File: src/rtl/lazycc_pkg.sv
package lazycc_pkg;
  localparam int OP_W  = 4;
  localparam int FLG_W = 4;

  // flag word bit positions (consumers decode these)
  localparam int FB_C = 0;
  localparam int FB_V = 1;
  localparam int FB_Z = 2;
  localparam int FB_N = 3;

  // operation codes
  localparam logic [OP_W-1:0] OP_RESOLVED = 4'd0;
  localparam logic [OP_W-1:0] OP_LOGIC    = 4'd1;
  localparam logic [OP_W-1:0] OP_ADD      = 4'd2;
  localparam logic [OP_W-1:0] OP_SUB_L    = 4'd3;
  localparam logic [OP_W-1:0] OP_SUB_B    = 4'd4;
  localparam logic [OP_W-1:0] OP_SUB_W    = 4'd5;
  localparam logic [OP_W-1:0] OP_ADDX     = 4'd6;
  localparam logic [OP_W-1:0] OP_SUBX     = 4'd7;
  localparam logic [OP_W-1:0] OP_LAST     = OP_SUBX;

  localparam int NSUB = 3;  // byte, word, full-width subtract
endpackage

File: src/rtl/lazycc_record.sv
module lazycc_record
  import lazycc_pkg::*;
#(
  parameter int DATA_W = 32
) (
  input  logic              clk,
  input  logic              rst,
  input  logic              we,
  input  logic [OP_W-1:0]   w_op,
  input  logic [DATA_W-1:0] w_dest,
  input  logic [DATA_W-1:0] w_src,
  input  logic              w_x,
  input  logic              fold,
  input  logic [FLG_W-1:0]  fold_flags,
  output logic [OP_W-1:0]   op_q,
  output logic [DATA_W-1:0] dest_q,
  output logic [DATA_W-1:0] src_q,
  output logic              x_q
);
  always_ff @(posedge clk) begin
    if (rst) begin
      op_q   <= OP_RESOLVED;
      dest_q <= '0;
      src_q  <= '0;
      x_q    <= 1'b0;
    end else if (we) begin
      op_q   <= w_op;
      dest_q <= w_dest;
      src_q  <= w_src;
      x_q    <= w_x;
    end else if (fold) begin
      // record collapses to resolved form holding its own flag word
      op_q   <= OP_RESOLVED;
      dest_q <= {{(DATA_W-FLG_W){1'b0}}, fold_flags};
    end
  end
endmodule

File: src/rtl/lazycc_eval.sv
module lazycc_eval
  import lazycc_pkg::*;
#(
  parameter int DATA_W = 32,
  parameter int BYTE_W = 8
) (
  input  logic [OP_W-1:0]   op,
  input  logic [DATA_W-1:0] dest,
  input  logic [DATA_W-1:0] src,
  input  logic              xin,
  input  logic              old_z,
  output logic [FLG_W-1:0]  flags,
  output logic              known
);
  localparam int                MSB = DATA_W - 1;
  localparam logic [DATA_W-1:0] ONE = {{(DATA_W-1){1'b0}}, 1'b1};

  // subtract flags at each size; last entry is the full data width
  logic [NSUB-1:0][FLG_W-1:0] sub_fl;

  for (genvar g = 0; g < NSUB; g++) begin : g_sub
    localparam int W = (g < NSUB-1) ? (BYTE_W << g) : DATA_W;
    logic [W-1:0] d_w, s_w, m_w, ov_w;
    assign d_w  = dest[W-1:0];
    assign s_w  = src[W-1:0];
    assign m_w  = d_w + s_w;
    assign ov_w = (m_w ^ d_w) & (m_w ^ s_w);
    assign sub_fl[g] = {d_w[W-1], (d_w == '0), ov_w[W-1], (m_w < s_w)};
  end

  // plain add
  logic [DATA_W-1:0] add_a;
  logic              add_c, add_v;
  assign add_a = dest - src;
  assign add_c = dest < src;
  assign add_v = (add_a[MSB] == src[MSB]) && (dest[MSB] != add_a[MSB]);

  // extended add with carry in
  logic [DATA_W-1:0] axx_a;
  logic              axx_c, axx_v;
  assign axx_a = dest - src - ONE;
  assign axx_c = dest <= src;
  assign axx_v = (axx_a[MSB] == src[MSB]) && (dest[MSB] != axx_a[MSB]);

  // extended subtract with borrow in
  logic [DATA_W-1:0] sxx_m, sxx_ov;
  logic              sxx_c;
  assign sxx_m  = dest + src + ONE;
  assign sxx_c  = sxx_m <= src;
  assign sxx_ov = (sxx_m ^ dest) & (sxx_m ^ src);

  logic n_l, z_l;
  assign n_l = dest[MSB];
  assign z_l = (dest == '0);

  always_comb begin
    flags = '0;
    known = 1'b1;
    case (op)
      OP_RESOLVED: flags = dest[FLG_W-1:0];
      OP_LOGIC:    flags = {n_l, z_l, 1'b0, 1'b0};
      OP_ADD:      flags = {n_l, z_l, add_v, add_c};
      OP_SUB_L:    flags = sub_fl[NSUB-1];
      OP_SUB_B:    flags = sub_fl[0];
      OP_SUB_W:    flags = sub_fl[1];
      OP_ADDX: begin
        if (xin) flags = {n_l, old_z & z_l, axx_v, axx_c};
        else     flags = {n_l, old_z & z_l, add_v, add_c};
      end
      OP_SUBX: begin
        if (xin) flags = {n_l, old_z & z_l, sxx_ov[MSB], sxx_c};
        else     flags = {n_l, old_z & z_l, sub_fl[NSUB-1][FB_V], sub_fl[NSUB-1][FB_C]};
      end
      default:     known = 1'b0;
    endcase
  end
endmodule

File: src/rtl/lazycc_flags.sv
module lazycc_flags
  import lazycc_pkg::*;
#(
  parameter int DATA_W = 32,
  parameter int BYTE_W = 8
) (
  input  logic              clk,
  input  logic              rst,
  input  logic              rec_we,
  input  logic [OP_W-1:0]   rec_op,
  input  logic [DATA_W-1:0] rec_dest,
  input  logic [DATA_W-1:0] rec_src,
  input  logic              rec_x,
  input  logic              flush,
  output logic [FLG_W-1:0]  flags_o,
  output logic              resolved_o,
  output logic              err_o
);
  logic [OP_W-1:0]   op_q;
  logic [DATA_W-1:0] dest_q, src_q;
  logic              x_q;
  logic [FLG_W-1:0]  eval_flags;
  logic              known;
  logic              flush_eff, fold;
  logic [FLG_W-1:0]  flags_q;
  logic              err_q;

  assign flush_eff = flush & ~rec_we;   // write wins over flush
  assign fold      = flush_eff & known;

  lazycc_record #(.DATA_W(DATA_W)) u_rec (
    .clk(clk), .rst(rst),
    .we(rec_we), .w_op(rec_op), .w_dest(rec_dest), .w_src(rec_src), .w_x(rec_x),
    .fold(fold), .fold_flags(eval_flags),
    .op_q(op_q), .dest_q(dest_q), .src_q(src_q), .x_q(x_q)
  );

  lazycc_eval #(.DATA_W(DATA_W), .BYTE_W(BYTE_W)) u_eval (
    .op(op_q), .dest(dest_q), .src(src_q), .xin(x_q), .old_z(flags_q[FB_Z]),
    .flags(eval_flags), .known(known)
  );

  always_ff @(posedge clk) begin
    if (rst) begin
      flags_q <= '0;
      err_q   <= 1'b0;
    end else begin
      if (fold) flags_q <= eval_flags;
      err_q <= flush_eff & ~known;
    end
  end

  assign flags_o    = flags_q;
  assign err_o      = err_q;
  assign resolved_o = (op_q == OP_RESOLVED);

  // a resolving flush publishes the evaluated word and resolved mode
  a_r9_resolve: assert property (@(posedge clk) disable iff (rst)
    (flush && !rec_we && known) |=> (resolved_o && flags_o == $past(eval_flags)));

  // unknown op code flags an error and holds the word
  a_r10_unknown: assert property (@(posedge clk) disable iff (rst)
    (flush && !rec_we && !known) |=> (err_o && $stable(flags_o) && !resolved_o));

  // error pulse only ever follows an accepted flush
  a_r10_err_cause: assert property (@(posedge clk) disable iff (rst)
    err_o |-> ($past(flush) && !$past(rec_we)));

  // without an accepted flush the word does not move
  a_r11_hold: assert property (@(posedge clk) disable iff (rst)
    !(flush && !rec_we) |=> $stable(flags_o));

  // a write sets resolved mode exactly when op code 0 is written
  a_r12_write_mode: assert property (@(posedge clk) disable iff (rst)
    rec_we |=> (resolved_o == ($past(rec_op) == OP_RESOLVED)));

  // extended ops never raise Z
  a_r8_sticky_z: assert property (@(posedge clk) disable iff (rst)
    ((op_q == OP_ADDX || op_q == OP_SUBX) && !flags_o[FB_Z]) |-> !eval_flags[FB_Z]);
endmodule

File: config.mk
export PLATFORM = sky130hd
export DESIGN_NAME = lazycc_flags
export DESIGN_NICKNAME = d
export VERILOG_FILES = /design/src/rtl/lazycc_pkg.sv /design/src/rtl/lazycc_record.sv /design/src/rtl/lazycc_eval.sv /design/src/rtl/lazycc_flags.sv
export SDC_FILE = /design/constraint.sdc
export NUM_CORES = 1
export LEC_CHECK = 0
export BUFFER_PORTS_ARGS = -buffer_cell sky130_fd_sc_hd__buf_2
export CAP_MARGIN = 20
export CELL_PAD_IN_SITES_DETAIL_PLACEMENT = 0
export CELL_PAD_IN_SITES_GLOBAL_PLACEMENT = 2
export CORE_ASPECT_RATIO = 1.1
export CORE_UTILIZATION = 36
export DETAILED_ROUTE_END_ITERATION = 7
export PLACE_DENSITY_LB_ADDON = 0.1
export SLEW_MARGIN = 30
export SYNTH_ARGS = -nofsm -noshare
export SYNTH_HDL_FRONTEND = slang
export SYNTH_SLANG_ARGS = --single-unit
File: constraint.sdc
create_clock -name clk -period 5.7 [get_ports clk]
set_input_delay 0.285 -clock clk [delete_from_list [all_inputs] [get_ports clk]]
set_output_delay 0.285 -clock clk [all_outputs]
set_load 0.05 [all_outputs]
==> flow_metrics.env, run 1 <==
export IMPL_status="finished clean"
export IMPL_grt_start_max_net_pins=75
export IMPL_drc=0
export IMPL_synth_top_area_share_pct=16.31
export IMPL_root_buffer="clkbuf_16"
export IMPL_wl_per_cell_um=20.87
export IMPL_numPortBuffers=78
export IMPL_cp_slowest_cell="or3b_4"
export IMPL_synthTopCellsByArea="ha_1 (16%), dfxtp_1 (15%), nor2_1 (6.8%)"
export IMPL_arrival_ns=5.71
export IMPL_p_per_area_mw_per_mm2=197.3
export IMPL_yosys_area_top_type="ha_1"
export IMPL_drive_gt1_share_pct=15.54
export IMPL_cts_path_max_buffers=2
export IMPL_yosysMostFrequentCell="nor2_1"
export IMPL_hold_path_depth=3
export IMPL_ys_warn_count=0
export IMPL_path_cells="ha_2, fa_2, nor2b_4, o311ai_4, a311oi_2, or3_1, a221o_2, nand4bb_4, nor4b_4, nand4b_4, or3b_4, and2_1, ha_4, nand4_1, nor4_1, buf_4, nand4_1, o21ai_0, a221o_1, a31oi_1, o21ai_0, o31a_1, o21bai_1"
export IMPL_initial_core_util_pct=36.87
export IMPL_ys_flop_type="dfxtp_1"
export IMPL_skew_ns=0.01113
export IMPL_area_delta_synth_final_pct=15.67
export IMPL_diodes=0
export IMPL_via_count=10097
export IMPL_die_area_mm2=0.02752
export IMPL_synth_edf_count=0
export IMPL_async_reset_ff_share_pct=0
export IMPL_clk_pin_slew_worst_paths_ns=0.06
export IMPL_slew_headroom_pct=42.11
export IMPL_p_total_mw=2.206
export IMPL_synth_nets=1527
export IMPL_p_leak_nw=5.026
export IMPL_place_congestion=0.8877
export IMPL_ff2ff_path_depth=23
export IMPL_die_x_um=158.3
export IMPL_grt_pass1_vias=9472
export IMPL_grt_pass1_wl_mm=56.15
export IMPL_clkLatencyLatePin_ns=0.35
export IMPL_r2r_end="u_rec.dest_q[0]"
export IMPL_max_slew_worst_pin_slew_ns=0.8604
export IMPL_reg2reg_from="u_rec.dest_q[0]"
export IMPL_regToRegSetupSlack_ns=0.19
export IMPL_placed_area_mm2=0.01073
export IMPL_crit_path_end_kind="flop"
export IMPL_wirelength_mm=37.17
export IMPL_synth_ff_latch_count=74
export IMPL_crit_buf_inv=1
export IMPL_die_height_um=173.9
export IMPL_cp_required_ns=5.90
export IMPL_syn_area_mm2=0.009668
export IMPL_max_clock_freq_mhz=181.5
export IMPL_antenna_found_initial=0
export IMPL_min_period_ns=5.510
export IMPL_clock_sinks=74
export IMPL_post_route_period_util_pct=96.66
export IMPL_min_to="u_rec.dest_q[6]"
export IMPL_synth_area_per_cell_um2=7.291
export IMPL_drtPass1Iterations=7
export IMPL_cts_tree="built"
export IMPL_ys_types=92
export IMPL_vias_per_cell=5.669
export IMPL_cts_buffers=9
export IMPL_netlist_instances=1326
export IMPL_core_mm2=0.02622
export IMPL_fp_row_count=62
export IMPL_holdCritStartpoint="rec_dest[6]"
export IMPL_h_tree_depth=3
export IMPL_crit_type="flop to flop"
export IMPL_hold_viol=0
export IMPL_peakVddDrop_uv=177.3
export IMPL_cap_violations=0
export IMPL_synth_seq_area_share_pct=15.32
export IMPL_ioPinCount=79
export IMPL_critPathTopFamily="simple AND/OR/NAND/NOR gates"
export IMPL_grt_util_all_layers_pct=27.20
export IMPL_synthTopCellsByCount="nor2_1 (174), ha_1 (126), nand2_1 (118), a21oi_1 (116), inv_1 (78)"
export IMPL_drv_slew=0
export IMPL_max_stage_delay_ns=0.43
export IMPL_setup_viol_count_final=0
export IMPL_path_max_fanout=4
export IMPL_dp_hpwl_mm=30.69
export IMPL_drtAntennaViolNets=0
export IMPL_final_area_mm2=0.01118
export IMPL_hold_path_class="primary input to flop"
export IMPL_nNetsFinal=1625
export IMPL_grt_ovfl_total=0
export IMPL_drtIter0Drc=819
export IMPL_cp_start_kind="flop"
-- worst max-delay path by stage --
stage	slack, ns	startpoint	cells past startpoint	endpoint
global route	-0.02	u_rec.dest_q[0]	24	u_rec.dest_q[0]
global placement	0.18	u_rec.dest_q[0]	25	u_rec.dest_q[0]
floorplan	0.55	u_rec.src_q[0]	23	u_rec.dest_q[0]
detailed placement	0.11	u_rec.dest_q[0]	24	u_rec.dest_q[0]
CTS	0.07	u_rec.dest_q[0]	24	u_rec.dest_q[0]
finish	0.19	u_rec.dest_q[0]	23	u_rec.dest_q[0]
-- where the power goes --
part / switching (mW) / internal, mW / leakage, nW
registers: 0.0396 / 0.547 / 0.610
logic: 0.662 / 0.437 / 4.29
clock network: 0.227 / 0.293 / 0.129
total: 0.929 / 1.28 / 5.03
-- kinds of logic (layout without fill, tap and decap cells) --
family          Yosys count  in the layout  synth area share (%)
buf+inv                 142            245                 5.759
simple gates            524            524                 27.15
mux                      42             42                 4.387
xor+xnor                 54             54                 4.970
fa+ha+maj               128            128                 16.72
compound gates          362            362                 25.69
flops                    74             74                 15.32
-- placed cells by master, fill, tap and decap left out, types with 10 or more instances in the layout --
cell      netlist  layout
a211oi_1       14      12
nand3_1        23      23
nor2_1        174     174
xor2_1         14      14
inv_1          78      78
ha_1          126     121
nand2_1       118     118
nand2b_1       25      25
o21ai_0        53      52
or3_1          12      12
xnor2_1        39      39
o21a_1         17      17
nor2b_1        23      23
nand4_1        35      35
mux2i_1        39      39
buf_2           4      77
buf_4           1      74
a21o_1         36      36
dfxtp_1        74      72
o211ai_1       10      10
o31ai_1        11      11
nor4_1         25      24
a21oi_1       116     116
nor3_1         30      30
and3_1         11      11
-- stage by stage --
| step | utilization, % | TNS (ns) | setup slack [ns] | instances | hold WS [ns] |
|---|---|---|---|---|---|
| finish | 42.65 | 0 | 0.1902 | 1781 | 0.1682 |
| global route | 42.65 | -0.02134 | -0.02134 | 1781 | 0.1686 |
| CTS | 41.91 | 0 | 0.06691 | 1773 | 0.1565 |
| detailed placement | 40.90 | 0 | 0.1086 | 1757 | 0.4534 |
| global placement | 40.90 | 0 | 0.1752 | 1757 | 0.4525 |
| floorplan | - | 0 | 0.5533 | 1326 | 0.4277 |
-- layout make-up --
cell class | instances | area [µm²]
well taps | 352 | 440.4
repair buffers | 151 | 940.9
fillers | 2842 | 15040
inverters | 78 | 292.8
clock buffers | 11 | 232.7
flip-flops and latches | 74 | 1484
clock inverters | 5 | 31.28
multi-input cells | 1110 | 7761
-- routing by layer --
layer	vias up	wire [µm]	track usage (%)
met1	4766	18950	40.82
met2	278	15610	40.00
li1	5014	-	-
met3	39	1769	3.700
met4	0	839	7.051
met5	-	0	0
-- tightest hold or removal path, delay by kind of cell --
family                 cells  cell delay, ns
AO/OA/AOI/OAI              1            0.05
buffers and inverters      1            0.07
AND/OR/NAND/NOR            1            0.07
-- timing repair --
item / 4_1_cts / 5_1_grt
gates resized for setup: 0 / 29
hold buffers: 0 / 0
hold endpoints to repair: 0 / 0
endpoints found under the setup margin: 0 / 2
setup buffers: 0 / 8
-- sequential cells by signal (all words and copies together) (netlist names) --
signal        cells
err_o             1
flags_o           4
u_rec.dest_q     32
u_rec.op_q        4
u_rec.src_q      32
u_rec.x_q         1
Note: power is estimated with default switching activity, not from simulation.
==> inputs of run 2 (changes only) <==
MAX_ROUTING_LAYER = met4   (was unset)
==> run 2 against run 1 <==
Clock skew increased by 0.0036 ns; register-to-register slack improved by 0.02 ns; flip-flop and latch count unchanged; worst hold slack got worse by 0.0064 ns; critical path depth decreased by 1; combinational power about the same; setup slack improved by 0.024 ns; sequential power about the same; fmax increased by 0.44%; global-route usage increased by 1.2 points; clock-buffer cell count increased by 2; cell count increased by 0.90%.
==> flow_metrics.env, run 2 (synthesis results as in run 1) <==
export IMPL_slew_headroom_pct=28.00
export IMPL_fp_row_count=62
export IMPL_max_slew_worst_pin_slew_ns=1.053
export IMPL_cp_start_kind="flop"
export IMPL_wl_met1_mm=18.88
export IMPL_die_x_um=158.3
export IMPL_cp_required_ns=5.90
export IMPL_path_max_fanout=4
export IMPL_clock_sinks=74
export IMPL_vias_per_cell=5.637
export IMPL_cts_buffers=9
export IMPL_largestRegisters="u_rec.dest_q x32, u_rec.src_q x32"
export IMPL_post_route_period_util_pct=96.24
export IMPL_via_count=10129
export IMPL_clkLatencyLatePin_ns=0.36
export IMPL_root_buffer="clkbuf_16"
export IMPL_peakVddDrop_uv=274.0
export IMPL_clk_pin_slew_worst_paths_ns=0.07
export IMPL_drive_gt1_share_pct=17.87
export IMPL_arrival_ns=5.68
export IMPL_final_common_cell="nor2_1"
export IMPL_crit_type="flop to flop"
export IMPL_max_stage_delay_ns=0.42
export IMPL_cp_slowest_cell="fa_2"
export IMPL_cts_path_max_buffers=2
export IMPL_final_area_mm2=0.01149
export IMPL_setup_viol_count_final=0
export IMPL_place_congestion=0.9061
export IMPL_crit_path_end_kind="flop"
export IMPL_ioPinCount=79
export IMPL_grt_pass1_wl_mm=56.84
export IMPL_die_area_mm2=0.02752
export IMPL_hold_path_class="primary input to flop"
export IMPL_wl_per_cell_um=20.86
export IMPL_antenna_found_initial=1
export IMPL_die_height_um=173.9
export IMPL_initial_core_util_pct=36.87
export IMPL_status="finished clean"
export IMPL_drtIter0Drc=788
export IMPL_drc=0
export IMPL_path_cells="ha_4, fa_2, nor2b_4, o311ai_4, a311oi_2, or3_1, a221o_2, nand4bb_4, nor4b_4, nand4b_4, or3b_4, and2_4, ha_4, nand4_1, nor4_2, nand4_1, o21ai_1, a221o_1, a31oi_1, o21ai_1, o31a_1, o21bai_1"
export IMPL_placed_area_mm2=0.01079
export IMPL_highest_layer="met4"
export IMPL_nNetsFinal=1640
export IMPL_wl_met3_mm=1.947
export IMPL_p_per_area_mw_per_mm2=201.8
export IMPL_wirelength_mm=37.49
export IMPL_grt_util_all_layers_pct=28.35
export IMPL_hold_viol=0
export IMPL_ctsHoldBuffers=0
export IMPL_cts_tree="built"
export IMPL_layout_filler_cells=2863
export IMPL_grt_ovfl_total=0
export IMPL_area_delta_synth_final_pct=18.90
export IMPL_h_tree_depth=3
export IMPL_drtAntennaViolNets=0
export IMPL_numPortBuffers=78
export IMPL_min_period_ns=5.486
export IMPL_multi_input_area_mm2=0.007891
export IMPL_dp_hpwl_mm=30.98
export IMPL_skew_ns=0.01473
export IMPL_tns_ns=0
export IMPL_grt_start_max_net_pins=74
export IMPL_most_common_layout_cells="nor2_1 (172), ha_1 (117), a21oi_1 (115), nand2_1 (115), buf_4 (88)"
export IMPL_drv_slew=0
export IMPL_max_clock_freq_mhz=182.3
export IMPL_p_leak_nw=5.167
export IMPL_core_mm2=0.02622
export IMPL_wl_met2_mm=15.93
export IMPL_drtPass1Iterations=5
export IMPL_cap_violations=0
export IMPL_regArea_mm2=0.001494
export IMPL_grt_pass1_vias=9677
==> run 2: cell types whose count changed in the layout (fill, tap and decap cells not counted), moves of 4 or more <==
cell,previous run,this run
buf_4,74,88
ha_4,1,8
o21ai_1,3,9
dfxtp_1,72,68
ha_1,121,117
o21ai_0,52,48
==> run 2: worst paths after layout <==
check,start,to,slack (ns),depth (start not counted)
max reg2reg,u_rec.dest_q[0],u_rec.dest_q[0],0.21,22
min,rec_dest[6],u_rec.dest_q[6],0.16,3
max,u_rec.dest_q[0],u_rec.dest_q[0],0.21,22
min reg2reg,flags_o[3],flags_o[3],0.46,2
==> run 2: metal layers <==
layer | up-vias | global-route usage [%]
met4 | 0 | 7.572
met1 | 4776 | 41.23
met2 | 278 | 40.26
met5 | - | -
met3 | 36 | 4.000
li1 | 5039 | -
==> run 2: layout make-up <==
type | count | area share (%)
Clock inverter | 3 | 0.4027
Clock buffer | 13 | 2.351
Timing Repair Buffer | 166 | 9.198
Tap cell | 352 | 3.831
Antenna cell | 1 | 0.02177
Multi-Input combinational cell | 1110 | 68.65
Sequential cell | 74 | 13.00
Inverter | 78 | 2.547
==> run 2: power by group <==
| part | internal, mW | switching [mW] | total (mW) |
|---|---|---|---|
| Clock | 0.376 | 0.238 | 0.614 |
| Combinational | 0.454 | 0.665 | 1.12 |
| Sequential | 0.547 | 0.0404 | 0.587 |
| Total | 1.38 | 0.943 | 2.32 |
==> run 2: critical path: cells and delay by family (launching register included) <==
kind            cells  cell delay (ns)
fa+ha+maj           3             0.81
simple gates       10             2.25
flops               1             0.34
compound gates      9             1.94
==> run 2: stage by stage <==
step	worst slack, ns	instances	utilization [%]	power, mW	hold WS, ns
after floorplan	0.5533	1326	-	1.318	0.4277
after global placement	0.08019	1766	41.16	1.667	0.4516
after detailed placement	-0.01542	1766	41.16	1.660	0.4501
after CTS	0.01401	1783	42.46	2.286	0.1500
after global routing	-0.04469	1797	43.84	2.476	0.1581
final	0.2142	1797	43.84	2.320	0.1618
==> run 2: what timing repair did <==
action                                  in CTS  in global routing
cloned                                       0                  0
pin swaps                                    0                 30
endpoints found under the hold margin        0                  0
gates resized for setup                      2                 59
endpoints found under the setup margin       1                  2
buffers inserted                             1                 15
